[config.mk]
export PLATFORM = sky130hd
export DESIGN_NAME = pm_cap_regs
export DESIGN_NICKNAME = d
export VERILOG_FILES = /design/src/rtl/pm_cap_pkg.sv /design/src/rtl/pm_cap_decode.sv /design/src/rtl/pm_cap_pstate.sv /design/src/rtl/pm_cap_wake.sv /design/src/rtl/pm_cap_regs.sv
export SDC_FILE = /design/constraint.sdc
export NUM_CORES = 1
export LEC_CHECK = 0
export BUFFER_PORTS_ARGS = -buffer_cell sky130_fd_sc_hd__buf_2
export CAP_MARGIN = 25
export CELL_PAD_IN_SITES_DETAIL_PLACEMENT = 1
export CELL_PAD_IN_SITES_GLOBAL_PLACEMENT = 1
export CORE_ASPECT_RATIO = 1.75
export CORE_MARGIN = 1.5
export CORE_UTILIZATION = 18
export DETAILED_ROUTE_END_ITERATION = 10
export PLACE_DENSITY = 0.88
export SYNTH_ARGS = -nofsm -noshare
export SYNTH_HDL_FRONTEND = slang
export SYNTH_SLANG_ARGS = --single-unit
[constraint.sdc]
create_clock -name clk -period 2.8 [get_ports clk]
set_input_delay 0.28 -clock clk [delete_from_list [all_inputs] [get_ports clk]]
set_output_delay 0.28 -clock clk [all_outputs]
set_load 0.01 [all_outputs]
[src/rtl/pm_cap_pkg.sv]
package pm_cap_pkg;

    localparam int CFG_DW = 32;

    typedef enum logic [1:0] {
        PS_D0   = 2'b00,
        PS_D1   = 2'b01,
        PS_D2   = 2'b10,
        PS_D3H  = 2'b11
    } pstate_e;

    // power-state register and its reset pulse
    typedef struct packed {
        pstate_e ps;
        logic    int_rst;
    } pst_t;

    // wake context: enable and sticky status
    typedef struct packed {
        logic en;
        logic sts;
    } wake_t;

    // control/status bit positions decoded by software
    localparam int CSR_PS_LO  = 0;
    localparam int CSR_NSR    = 3;
    localparam int CSR_WEN    = 8;
    localparam int CSR_WSTS   = 15;

endpackage

[src/rtl/pm_cap_decode.sv]
module pm_cap_decode #(
    parameter int          ADDR_W  = 6,
    parameter logic [5:0]  CAP_IDX = 6'h1C,
    parameter logic [5:0]  CSR_IDX = 6'h1D
) (
    input  logic              cfg_wr,
    input  logic [ADDR_W-1:0] cfg_dw_addr,
    input  logic [3:0]        cfg_be,
    output logic              cap_sel,
    output logic              csr_sel,
    output logic              wr_lo,
    output logic              wr_hi
);

    localparam logic [ADDR_W-1:0] CAP_A = ADDR_W'(CAP_IDX);
    localparam logic [ADDR_W-1:0] CSR_A = ADDR_W'(CSR_IDX);

    logic unused_be;

    always_comb begin
        cap_sel = (cfg_dw_addr == CAP_A);
        csr_sel = (cfg_dw_addr == CSR_A);
        wr_lo   = cfg_wr && csr_sel && cfg_be[0];
        wr_hi   = cfg_wr && csr_sel && cfg_be[1];
    end

    // upper bytes of the control/status dword are reserved
    assign unused_be = ^cfg_be[3:2];

endmodule

[src/rtl/pm_cap_pstate.sv]
module pm_cap_pstate
    import pm_cap_pkg::*;
(
    input  logic       clk,
    input  logic       por_n,
    input  logic       rst_n,
    input  logic       wr_lo,
    input  logic [1:0] wr_ps,
    output pstate_e    ps,
    output logic       int_rst
);

    localparam pst_t PST_RST = '{ps: PS_D0, int_rst: 1'b0};

    pst_t pst_d, pst_q;
    logic ps_legal;

    always_comb begin
        pst_d         = pst_q;
        pst_d.int_rst = 1'b0;
        ps_legal      = (wr_ps == PS_D0) || (wr_ps == PS_D3H);
        if (wr_lo && ps_legal) begin
            pst_d.ps = pstate_e'(wr_ps);
        end
        if ((pst_q.ps == PS_D3H) && (pst_d.ps == PS_D0)) begin
            pst_d.int_rst = 1'b1;
        end
    end

    always_ff @(posedge clk or negedge por_n) begin
        if (!por_n) begin
            pst_q <= PST_RST;
        end else if (!rst_n) begin
            pst_q <= PST_RST;
        end else begin
            pst_q <= pst_d;
        end
    end

    assign ps      = pst_q.ps;
    assign int_rst = pst_q.int_rst;

endmodule

[src/rtl/pm_cap_wake.sv]
module pm_cap_wake
    import pm_cap_pkg::*;
(
    input  logic clk,
    input  logic por_n,
    input  logic rst_n,
    input  logic wr_hi,
    input  logic wr_en_bit,
    input  logic wr_sts_bit,
    input  logic wake_evt,
    output logic wake_en,
    output logic wake_sts,
    output logic pme_n
);

    wake_t wk_d, wk_q, wk_keep;

    always_comb begin
        wk_d = wk_q;
        if (wr_hi) begin
            wk_d.en = wr_en_bit;
            if (wr_sts_bit) begin
                wk_d.sts = 1'b0;
            end
        end
        // a new event beats a clearing write
        if (wake_evt) begin
            wk_d.sts = 1'b1;
        end
        // bus reset keeps the context only when enabled
        wk_keep = wk_q.en ? wk_q : '0;
    end

    always_ff @(posedge clk or negedge por_n) begin
        if (!por_n) begin
            wk_q <= '0;
        end else if (!rst_n) begin
            wk_q <= wk_keep;
        end else begin
            wk_q <= wk_d;
        end
    end

    assign wake_en  = wk_q.en;
    assign wake_sts = wk_q.sts;
    assign pme_n    = ~(wk_q.en & wk_q.sts);

endmodule

[src/rtl/pm_cap_regs.sv]
module pm_cap_regs
    import pm_cap_pkg::*;
#(
    parameter int          ADDR_W   = 6,
    parameter logic [5:0]  CAP_IDX  = 6'h1C,
    parameter logic [5:0]  CSR_IDX  = 6'h1D,
    parameter logic [15:0] CAP_WORD = 16'h4003
) (
    input  logic              clk,
    input  logic              por_n,
    input  logic              rst_n,
    input  logic              cfg_wr,
    input  logic [ADDR_W-1:0] cfg_dw_addr,
    input  logic [3:0]        cfg_be,
    input  logic [31:0]       cfg_wdata,
    output logic [31:0]       cfg_rdata,
    input  logic              wake_evt,
    output logic              pme_n,
    output logic              io_block,
    output logic              mem_block,
    output logic              irq_block,
    output logic              int_rst
);

    logic    cap_sel, csr_sel, wr_lo, wr_hi;
    pstate_e ps_cur;
    logic    wake_en, wake_sts;
    logic    in_d3;
    logic [15:0] csr_word;
    logic    unused_wdata;

    pm_cap_decode #(
        .ADDR_W  (ADDR_W),
        .CAP_IDX (CAP_IDX),
        .CSR_IDX (CSR_IDX)
    ) u_decode (
        .cfg_wr      (cfg_wr),
        .cfg_dw_addr (cfg_dw_addr),
        .cfg_be      (cfg_be),
        .cap_sel     (cap_sel),
        .csr_sel     (csr_sel),
        .wr_lo       (wr_lo),
        .wr_hi       (wr_hi)
    );

    pm_cap_pstate u_pstate (
        .clk     (clk),
        .por_n   (por_n),
        .rst_n   (rst_n),
        .wr_lo   (wr_lo),
        .wr_ps   (cfg_wdata[CSR_PS_LO +: 2]),
        .ps      (ps_cur),
        .int_rst (int_rst)
    );

    pm_cap_wake u_wake (
        .clk        (clk),
        .por_n      (por_n),
        .rst_n      (rst_n),
        .wr_hi      (wr_hi),
        .wr_en_bit  (cfg_wdata[CSR_WEN]),
        .wr_sts_bit (cfg_wdata[CSR_WSTS]),
        .wake_evt   (wake_evt),
        .wake_en    (wake_en),
        .wake_sts   (wake_sts),
        .pme_n      (pme_n)
    );

    always_comb begin
        in_d3     = (ps_cur == PS_D3H);
        io_block  = in_d3;
        mem_block = in_d3;
        irq_block = in_d3;
    end

    always_comb begin
        csr_word                    = '0;
        csr_word[CSR_PS_LO +: 2]    = ps_cur;
        csr_word[CSR_NSR]           = 1'b0;
        csr_word[CSR_WEN]           = wake_en;
        csr_word[CSR_WSTS]          = wake_sts;
        cfg_rdata                   = '0;
        if (cap_sel) begin
            cfg_rdata = {CAP_WORD, 16'h0000};
        end else if (csr_sel) begin
            cfg_rdata = {16'h0000, csr_word};
        end
    end

    assign unused_wdata = ^{cfg_wdata[31:16], cfg_wdata[14:9], cfg_wdata[7:2]};

endmodule


* Yosys cells after proc, flatten, opt, wreduce, memory -nomap -nowiden
Index checks and enable logic that the tools add are counted.
** Cells by class
- Divide/modulo/power cells :: 0
- Shift-type cells :: 0
- Multiplexer cells :: 10
- Eq/ne operators :: 8
- Multiply operators :: 0
- Bitwise operators :: 2
- Add/subtract/negate cells :: 0
- Reductions and logical operators :: 9
- $lt $le $gt $ge :: 0
** Operator list (count)
- 2-to-1 mux 31 bit :: 1
- 2-to-1 mux 16 bit :: 1
- equality test 6 x 5 -> 1 bit, second input constant :: 2
- 2-to-1 mux 2 bit :: 4
- != test 3 x 1 -> 1 bit, second input constant :: 2
- logical AND 1 bit :: 5
- equality test 2 bit, second input constant :: 2
- zero test 2 bit :: 2
- 2-to-1 mux 1 bit :: 3
- 2-to-1 mux 3 bit :: 1
- AND reduction 3 bit :: 1
- != test 2 x 1 -> 1 bit, second input constant :: 1
- != test 2 bit, second input constant :: 1
- bitwise AND 1 bit :: 1
- logical OR 1 bit :: 1
- inverter 1 bit :: 1
** Word-level totals
- Register bits :: 5
- RAM bits :: 0
- Input bits :: 47
- Bits in read-only memories :: 0
- Memories kept :: 0
- Output and inout port bits :: 37
- Latch bits :: 0

* Logic depth before layout (Yosys ltp)
- Word-level depth :: 9
- Depth in mapped cells :: 3

* By module
Synthesis repeated with hierarchy kept, for this count alone.
** Second synthesis, totals
- Cell total of the unflattened synthesis :: 66
- Area, all modules :: 561.8 um^2
** Modules (own cells, without submodules)
- pm_cap_regs :: times used 1, area each 270.3 um^2, cells an instance 36
- pm_cap_pstate :: times used 1, area each 137.6 um^2, cells an instance 13
- pm_cap_wake :: times used 1, area each 97.6 um^2, cells an instance 9
- pm_cap_decode :: times used 1, area each 56.3 um^2, cells an instance 8

* Worst setup path after synthesis
OpenSTA, ideal clock, no wires.
- Kind :: input-to-reg
- Start :: in cfg_dw_addr[1]
- End :: reg u_wake.wk_q, in the netlist u_wake.wake_en
- Data arrival time :: 1.036 ns
- Setup time :: 0.125 ns
- Required time :: 2.675 ns
- Cell stages on the path :: 3
- Path slack :: 1.639 ns
- Cells stage by stage :: nand2b_1 > nor3_1 > mux2_2
** On the way
- Longest elaborated chain between the ends :: 4
** RTL lines
- from (decl) :: RTL line pm_cap_regs.sv:13 : input logic [ADDR_W-1:0] cfg_dw_addr,
- equality test 6 x 5 -> 1 bit :: RTL line pm_cap_decode.sv:22 : csr_sel = (cfg_dw_addr == CSR_A);
- logical AND 1 bit (2 in series) :: RTL line pm_cap_decode.sv:24 : wr_hi = cfg_wr && csr_sel && cfg_be[1];
- != test 2 x 1 -> 1 bit (no line)
- to (signal assigned) :: RTL line pm_cap_wake.sv:38 : wk_q <= wk_keep;
- to (signal assigned) :: RTL line pm_cap_wake.sv:40 : wk_q <= wk_d;
- to (decl) :: RTL line pm_cap_wake.sv:16 : wake_t wk_d, wk_q, wk_keep;
No other way between the ends.
A chain may end at the register's enable or synchronous reset.

* Final worst setup path
- Start :: in cfg_dw_addr[1]
- End :: out cfg_rdata[15]
** On the way
- Longest elaborated chain between the ends :: 3
- Elaborated cells between the ends (all ways) :: 4
- Classes of those cells :: 2 x eq/ne; 2 x mux
** RTL lines
- equality test 6 x 5 -> 1 bit :: RTL line pm_cap_decode.sv:22
- 2-to-1 mux 16 bit :: RTL line pm_cap_regs.sv:85 : end else if (csr_sel) begin
- 2-to-1 mux 31 bit (*) :: RTL line pm_cap_regs.sv:83 : if (cap_sel) begin
- to (decl) :: RTL line pm_cap_regs.sv:16 : output logic [31:0] cfg_rdata,
Mark *: on every way between the ends. The rest lies on a longest branch, timed or not.

==> key figures <==
GRT
  – Global Route Usage Sum: 6.28%
  – Vias in the first global route: 385
  – Met1 Use GR: 6.52%
  – Largest net degree at the start of global routing: 8
  – GR Overflow Total: 0
  – Busiest grt layer: met2
  – GRT met3 Usage: 1.90%
  – First-pass GRT wire length: 1630 µm
  – Initial antenna violation count: 0
  – Met2 Track Usage GR: 11.0%

Floorplanning
  – Row cnt: 26
  – DIE AREA: 0.00341 mm²
  – IO Count: 84
  – Initial Utilization: 18.8%
  – Die width: 44.8 µm
  – Core area: 0.00293 mm²
  – Die height: 76.2 µm

Critical path
  – Cell repeated most along the worst path: buf_2
  – Launch point of the worst path: cfg_dw_addr[1]
  – Critical Path Max Stage Delay: 0.24 ns
  – CP endpoint kind: output pin
  – Crit-path cells: buf_2 -> nand2b_1 -> nor2_1 -> and2_1 -> buf_2
  – Worst EP arrival: 1.10 ns
  – Maximum fanout along the worst path: 5
  – CP max stage cell: nor2_1
  – Critical Path Source Type: input port
  – WP data required: 2.52 ns
  – Worst r2r src: u_pstate.ps[1]
  – CP Class: in -> out

Yosys
  – Post-synthesis area per instance: 8.60 µm²
  – Register bit count reported by yosys: 5
  – Post-Syn Instances: 64
  – Seq/Total Area, Yosys: 22.7%
  – Yosys Warn Count: 0
  – Synth cell types: 20
  – Synth Cell Area: 551 µm²

Drt
  – Vias per cell: 3.82
  – Starting DRT DRC Count: 2
  – Remaining DRCs: 0
  – Final WL: 1090 µm
  – DR WL/cell: 9.14 µm
  – DRT Pass-1 Iters: 2
  – Via count of the routed design: 455
  – Routed Antenna Nets: 0

CTS
  – TritonCTS clock tree: yes
  – CTS clk-pin slew, worst paths: 0.04 ns
  – Setup bufs post-CTS: 0
  – Clock root cell: clkbuf_8
  – Clock sink total: 5
  – Clock Tree Buf Depth: 2
  – Clock insertion delay at the later pin of the skew report: 0.22 ns
  – Total CTS buffers: 3
  – Maximum level of the CTS H-tree: 1

Placed design
  – PortBufs: 28
  – DP Worst Slack: 1.36 ns
  – GP Congestion: 0.656
  – Placed Cells incl. Taps: 114

STA
  – RSZ-0062 raised after global routing: no
  – TNS Setup: 0 ns
  – Final hold violation count: 0
  – Period minus WS final: 1.38 ns
  – # setup viols final: 0
  – Max-slew violations: 0
  – Tcrit/Tclk final: 49.2%
  – Final Hold Slack: 0.303 ns
  – Fmax: 726 MHz
  – Final WS setup: 1.42 ns
  – Worst Skew: 0.00362 ns

Power and ir drop
  – Pwr dens: 394 mW/mm²
  – Combinational power share: 17.5%
  – Switching share of power: 26.1%
  – Psw: 66.5 µW
  – P_int: 188 µW
  – Max VDD drop: 211 µV
  – Clock power share: 52.1%
  – Flop pwr share: 30.4%
  – Lkg Pwr: 0.000370 µW

Status
  – Status: finished, final reports clean

Finish
  – Antenna cell count: 0
  – Post-route insts no fill: 119
  – Fill cells: 374
  – Area Growth Syn to Fin: 17.3%
  – Share of cells above drive strength 1: 37.4%
  – Area of the multi-input gates: 290 µm²
  – Core Util, Final: 22.1%
  – # nets final: 139
  – Register area: 125 µm²

Min path
  – Hold_sp: cfg_wdata[8]
  – HP Class: in -> reg

Job
  – Reported max-cap violation count: 0
## cell usage after synthesis (all sizes together)
| cell | number | area, µm² |
|---|---|---|
| a21oi | 1 | 5.00 |
| and2 | 5 | 31.3 |
| and4 | 1 | 8.76 |
| buf | 30 | 225 |
| conb | 1 | 3.75 |
| dfrtp | 5 | 125 |
| mux2 | 1 | 11.3 |
| mux2i | 2 | 20.0 |
| nand2 | 5 | 18.8 |
| nand2b | 1 | 6.26 |
| nand3 | 1 | 5.00 |
| nand4b | 1 | 23.8 |
| nor2 | 2 | 7.51 |
| nor2b | 1 | 6.26 |
| nor3 | 2 | 10.0 |
| nor4 | 1 | 12.5 |
| nor4bb | 1 | 10.0 |
| o21ai | 1 | 5.00 |
| o22ai | 1 | 6.26 |
| xor2 | 1 | 8.76 |
## cell type report
type	instances	share of cell area [%]
clock buffers	4	6.98
multi-input cells	53	45.0
well taps	28	5.43
repair buffers	29	23.3
flip-flops and latches	5	19.4
## routing by layer
metal,vias to the layer above,routed length (µm)
met5,-,0
met4,0,12
met3,2,185
met2,49,481
met1,194,408
li1,210,-
## flip-flops by register name (all words and copies together) (netlist names)
| name | flops |
|---|---|
| u_pstate.ps | 2 |
| u_pstate.int_rst | 1 |
| u_wake.wake_en | 1 |
| u_wake.wake_sts | 1 |
## per-stage QoR
step,power (µW),cell area (µm²)
floorplan,129,641
detailed placement,121,591
CTS,257,646
finish,254,646
global route,269,646
global placement,121,591
## cell usage in the layout (no fill, tap or decap), drive strengths merged
cell	count
nand2	5
nor3	2
o22ai	1
mux2i	2
nor2b	1
nand4b	1
buf	28
mux2	1
nand2b	1
nor2	2
o21ai	1
nor4	1
a21oi	1
dfrtp	5
nand3	1
xor2	1
nor4bb	1
dlygate4sd3	1
and4	1
clkbuf	4
and2	5
conb	25
## power groups by stage
stage	clock network [µW]	logic, µW	registers [µW]
5_1_grt	141	50.1	77.7
3_3_place_gp	0	42.2	78.3
2_1_floorplan	0	51.4	77.3
6_report	133	44.5	77.4
3_5_place_dp	0	42.8	78.2
4_1_cts	136	43.9	77.4
## cell families (layout without fill, tap and decap cells)
kind of cell           Yosys count  after routing  share of synthesized area [%]
other                            1             25                          0.681
flip-flops                       5              5                           22.7
XOR/XNOR                         1              1                           1.59
AND/OR/NAND/NOR                 21             21                           25.5
multiplexers                     3              3                           5.68
buffers and inverters           30             33                           40.9
AO/OA/AOI/OAI                    3              3                           2.95
## repair_timing
item	in CTS	in global routing
setup endpoints to repair	0	0
gates resized for setup	0	0
hold endpoints to repair	5	0
hold buffers	1	0
## critical path: cells and delay by family
family        cells  cell delay (ns)
buf+inv           2             0.23
simple gates      3             0.59
## path summary, 6_finish.rpt
check,to,depth (start not counted),slack [ns]
max in group asynchronous,u_pstate.ps[0],2,2.27
worst min register to register,u_pstate.ps[0],2,0.56
worst max-delay path,cfg_rdata[15],5,1.42
worst max register to register,u_pstate.int_rst,3,1.70
worst min-delay path,u_wake.wake_en,2,0.30
min in group asynchronous,u_wake.wake_en,2,0.40
Power figures use the tool's default switching activity.
